<file path="config.mk">
export PLATFORM = sky130hd
export DESIGN_NAME = irqsel_top
export DESIGN_NICKNAME = d
export VERILOG_FILES = /design/src/rtl/irqsel_pkg.sv /design/src/rtl/irqsel_elig.sv /design/src/rtl/irqsel_pick.sv /design/src/rtl/irqsel_top.sv
export SDC_FILE = /design/constraint.sdc
export NUM_CORES = 1
export LEC_CHECK = 0
export BUFFER_PORTS_ARGS = -buffer_cell sky130_fd_sc_hd__buf_2
export CORE_ASPECT_RATIO = 1.25
export CORE_MARGIN = 4
export CORE_UTILIZATION = 40
export CTS_CLUSTER_SIZE = 10
export DETAILED_ROUTE_END_ITERATION = 7
export MAX_ROUTING_LAYER = met4
export PLACE_DENSITY = 0.79
export SLEW_MARGIN = 20
export SYNTH_ARGS = -nofsm -noshare
export SYNTH_HDL_FRONTEND = slang
export SYNTH_SLANG_ARGS = --single-unit
</file>
<file path="constraint.sdc">
create_clock -name clk -period 0.85 [get_ports clk]
set_clock_uncertainty 0.05 [all_clocks]
set_input_delay 0.17 -clock clk [delete_from_list [all_inputs] [get_ports clk]]
set_output_delay 0.17 -clock clk [all_outputs]
set_load 0.05 [all_outputs]
</file>
<file path="src/rtl/irqsel_pkg.sv">
`timescale 1ns/1ps
package irqsel_pkg;

    typedef enum logic [1:0] {
        LVL_USER  = 2'd0,
        LVL_SUPER = 2'd1,
        LVL_RSVD  = 2'd2,
        LVL_MACH  = 2'd3
    } lvl_e;

    // The reserved level is folded onto user mode
    function automatic lvl_e fold_level(input logic [1:0] raw);
        lvl_e lvl;
        lvl = lvl_e'(raw);
        if (lvl == LVL_RSVD) begin
            lvl = LVL_USER;
        end
        return lvl;
    endfunction

endpackage

</file>
<file path="src/rtl/irqsel_elig.sv">
`timescale 1ns/1ps
module irqsel_elig
    import irqsel_pkg::*;
#(
    parameter int NUM_IRQ = 16
) (
    input  logic [NUM_IRQ-1:0] pend_i,
    input  logic [NUM_IRQ-1:0] deleg_i,
    input  lvl_e               lvl_i,
    input  logic               m_gie_i,
    input  logic               s_gie_i,
    output logic [NUM_IRQ-1:0] sel_vec_o
);

    logic               m_open;
    logic               s_open;
    logic [NUM_IRQ-1:0] m_vec;
    logic [NUM_IRQ-1:0] s_vec;

    always_comb begin
        // machine class: open below M, or at M with the global enable set
        m_open = (lvl_i != LVL_MACH) || m_gie_i;
        // supervisor class: open below S, or at S with its enable set
        s_open = (lvl_i == LVL_USER) || ((lvl_i == LVL_SUPER) && s_gie_i);
        m_vec  = pend_i & ~deleg_i & {NUM_IRQ{m_open}};
        s_vec  = pend_i &  deleg_i & {NUM_IRQ{s_open}};
        // supervisor class only when the machine class is empty
        sel_vec_o = (|m_vec) ? m_vec : s_vec;
    end

endmodule

</file>
<file path="src/rtl/irqsel_pick.sv">
`timescale 1ns/1ps
module irqsel_pick #(
    parameter int NUM_IRQ = 16,
    parameter int IDXW    = 6
) (
    input  logic [NUM_IRQ-1:0] vec_i,
    output logic               hit_o,
    output logic [IDXW-1:0]    idx_o
);

    // count of trailing zeros: scan downwards so the lowest set bit is left last
    always_comb begin
        hit_o = |vec_i;
        idx_o = '0;
        for (int i = NUM_IRQ - 1; i >= 0; i--) begin
            if (vec_i[i]) begin
                idx_o = IDXW'(i);
            end
        end
    end

endmodule

</file>
<file path="src/rtl/irqsel_top.sv">
`timescale 1ns/1ps
module irqsel_top
    import irqsel_pkg::*;
#(
    parameter int XLEN    = 64,
    parameter int NUM_IRQ = 16,
    parameter bit REG_OUT = 1'b1
) (
    input  logic               clk,
    input  logic               rst_n,
    input  logic [NUM_IRQ-1:0] pend_i,
    input  logic [NUM_IRQ-1:0] deleg_i,
    input  logic [1:0]         priv_i,
    input  logic               m_gie_i,
    input  logic               s_gie_i,
    output logic               take_o,
    output logic [XLEN-1:0]    cause_o
);

    localparam int IDXW = $clog2(XLEN);

    typedef struct packed {
        logic            take;
        logic [XLEN-1:0] cause;
    } res_t;

    lvl_e               lvl;
    logic [NUM_IRQ-1:0] sel_vec;
    logic               hit;
    logic [IDXW-1:0]    idx;
    res_t               res_d;
    res_t               res_q;

    assign lvl = fold_level(priv_i);

    irqsel_elig #(
        .NUM_IRQ (NUM_IRQ)
    ) u_elig (
        .pend_i    (pend_i),
        .deleg_i   (deleg_i),
        .lvl_i     (lvl),
        .m_gie_i   (m_gie_i),
        .s_gie_i   (s_gie_i),
        .sel_vec_o (sel_vec)
    );

    irqsel_pick #(
        .NUM_IRQ (NUM_IRQ),
        .IDXW    (IDXW)
    ) u_pick (
        .vec_i (sel_vec),
        .hit_o (hit),
        .idx_o (idx)
    );

    always_comb begin
        res_d       = '0;
        res_d.take  = hit;
        if (hit) begin
            res_d.cause[XLEN-1]   = 1'b1;
            res_d.cause[IDXW-1:0] = idx;
        end
    end

    generate
        if (REG_OUT) begin : g_reg
            always_ff @(posedge clk or negedge rst_n) begin
                if (!rst_n) begin
                    res_q <= '0;
                end else begin
                    res_q <= res_d;
                end
            end
        end else begin : g_comb
            always_comb res_q = res_d;
        end
    endgenerate

    assign take_o  = res_q.take;
    assign cause_o = res_q.cause;

endmodule

</file>
==> flow_summary.ini <==
[clock_tree]
cts_root_buffer = clkbuf_4
clk_pin_slew_worst_paths_ns = 0.05
htree_levels = 1
cts_tree = done
cts.sinks = 5
numCtsBuffers = 3
cts.path.max_buffers = 2

[layout]
fin_cells = 306
layout.nets = 309
diodes = 0
seqCellArea_um2 = 126
final_cell_mix = conb_1 (59), buf_4 (54), buf_2 (29), buf_6 (17)
largest_reg_flops = 5
drive_above_1_share = 0.530
syn_to_final_growth_pct = 60.7
multi_input_area_um2 = 1120
layout_commonest_cell = conb_1
nFillCells = 232
fin_area_um2 = 2100

[yosys]
syn_area_um2 = 1310
synth.distinct_cells = 43
synth-seq-cells = 5
ys_seq_area_frac = 0.0957
syn_inst = 171
synth_area_per_cell_um2 = 7.65
yosysWarnings = 0

[timing]
max_freq_mhz = 516
setup_viol = 11
min_period_ns = 1.94
fin_ws_ns = -1.09
rsz0062_at_grt = yes
fin_crit_sh = 2.28
maxSlewViolCount = 0
hold_violations = 0

[global_routing]
grt_pass1_wl_um = 6450
grt.total_usage = 0.194
globalRouteOverflowTotal = 0
grt_pass1_vias = 1466
antenna_found_initial = 0
grt_start_max_net_pins = 14

[die]
fp.coreArea_um2 = 3030
start_util = 0.432
fp.dieW_um = 59.1
dieArea_um2 = 4250
rows = 22
die_h_um = 71.9
io_pins = 103

[pwr]
p_per_area_nw_per_um2 = 1050
pwr-share-seq = 0.126
cell_internal_pwr_mw = 0.990
peakVddDrop_v = 0.000864
power.share.switching = 0.551
p_sw_mw = 1.22
pwr-share-comb = 0.742
power_leakage_nw = 1.06
p_clk_frac = 0.132

[routing]
drt-total-wl_um = 4250
via_per_inst = 4.91
drc = 0
wire_per_inst_um = 13.9
drtIter0Drc = 47
ant_nets = 0
first_pass_iters = 4
vias = 1502

[min_path]
worst_hold_path_type = primary input to asynchronous set/reset pin

[critical_path]
critical_path_required_ns = 0.96
arrival_ns = 2.04
crit_path_start_kind = primary input
cp-end-kind = register
path_class = primary input to register
critPathMaxFanout = 5

[place]
placed_area_um2 = 1680
place.gp.congestion = 1.01
place_inst = 290
io_buffers = 43
dp_hpwl_um = 3010

[run_status]
violations = setup timing
status = finished with violations

[run]
drv_cap = 0
synthesized netlist by cell type (all sizes together):
cell type  instances  area share
buf               64        0.37
nand2b            12       0.059
nor2              12       0.036
nand2             11       0.032
a31oi              7       0.038
a41oi              7       0.047
dfrtp              5       0.096
nand4              5       0.029
inv                4       0.011
o21ai              4       0.015
or2b               4       0.027
a21oi              3       0.011
a41o               3       0.023
o32a               3       0.023
o32ai              3       0.032
nand3              2      0.0077
nor3               2       0.011
o211ai             2       0.011
or3                2      0.0096
a2111oi            1       0.011
a211oi             1      0.0057
a21boi             1      0.0057
a22o               1      0.0067
a22oi              1      0.0057
a2bb2oi            1      0.0067
a311oi             1       0.011
and2               1      0.0048
and3               1      0.0048
clkbuf             1      0.0029
conb               1      0.0029
nand4bb            1      0.0086
nor4b              1       0.011
o22ai              1      0.0096
o2bb2ai            1      0.0067
o31ai              1      0.0057
per-stage QoR:
step                TNS, ns  power, mW  setup WS, ns  hold slack, ns   util
CTS                   -5.62       2.13         -1.02           0.218  0.681
finish                -5.80       2.21         -1.09           0.222  0.694
global route          -6.25       2.31         -1.16           0.247  0.694
detailed placement    -6.24       1.63         -1.40         -0.0626  0.554
floorplan             -4.64       1.47         -1.13          -0.176      -
global placement      -6.14       1.62         -1.39         -0.0670  0.554
cell families after synthesis:
family / synth area share
compound gates: 0.277
buf+inv: 0.384
flops: 0.0957
other cells: 0.00287
simple gates: 0.241
worst max-delay path by stage:
stage | end | depth (start not counted) | slack, ns | from
finish | cause_o[0] | 8 | -1.09 | deleg_i[15]
global route | cause_o[0] | 8 | -1.16 | deleg_i[15]
CTS | cause_o[0] | 8 | -1.02 | pend_i[1]
detailed placement | cause_o[0] | 9 | -1.40 | deleg_i[5]
global placement | cause_o[0] | 9 | -1.39 | deleg_i[0]
floorplan | cause_o[0] | 8 | -1.13 | pend_i[2]
routing by layer:
| layer | vias up | share of wire | global-route usage |
|---|---|---|---|
| met4 | 0 | 0.037 | 0.0907 |
| li1 | 703 | - | - |
| met3 | 20 | 0.097 | 0.0338 |
| met2 | 97 | 0.53 | 0.345 |
| met1 | 682 | 0.34 | 0.203 |
| met5 | - | 0 | - |
critical path: stages:
cell	delay (ns)
buf_6	0.07
nand2b_4	0.11
nand4_1	0.20
or3_4	0.50
o32a_1	0.33
a311oi_2	0.35
o2bb2ai_2	0.11
nor4b_2	0.21
final cells by class:
class / count / share of cell area
Inverter: 4 / 0.00715
Sequential cell: 5 / 0.0602
Multi-Input combinational cell: 155 / 0.534
Clock buffer: 4 / 0.0125
Timing Repair Buffer: 102 / 0.365
Tap cell: 36 / 0.0214
power groups by stage:
stage / clock [mW] / sequential (mW) / combinational, mW
after floorplan: 0 / 0.367 / 1.11
after CTS: 0.279 / 0.278 / 1.57
after global placement: 0 / 0.272 / 1.34
after global routing: 0.314 / 0.278 / 1.72
final: 0.291 / 0.278 / 1.64
after detailed placement: 0 / 0.275 / 1.35
what timing repair did:
action,4_1_cts,5_1_grt
setup endpoints to repair,11,11
resized for setup,52,7
hold buffers,1,0
buffers inserted,10,1
hold endpoints to repair,5,0
pin swaps,18,9
No activity file was read; power rests on OpenSTA's default activity.
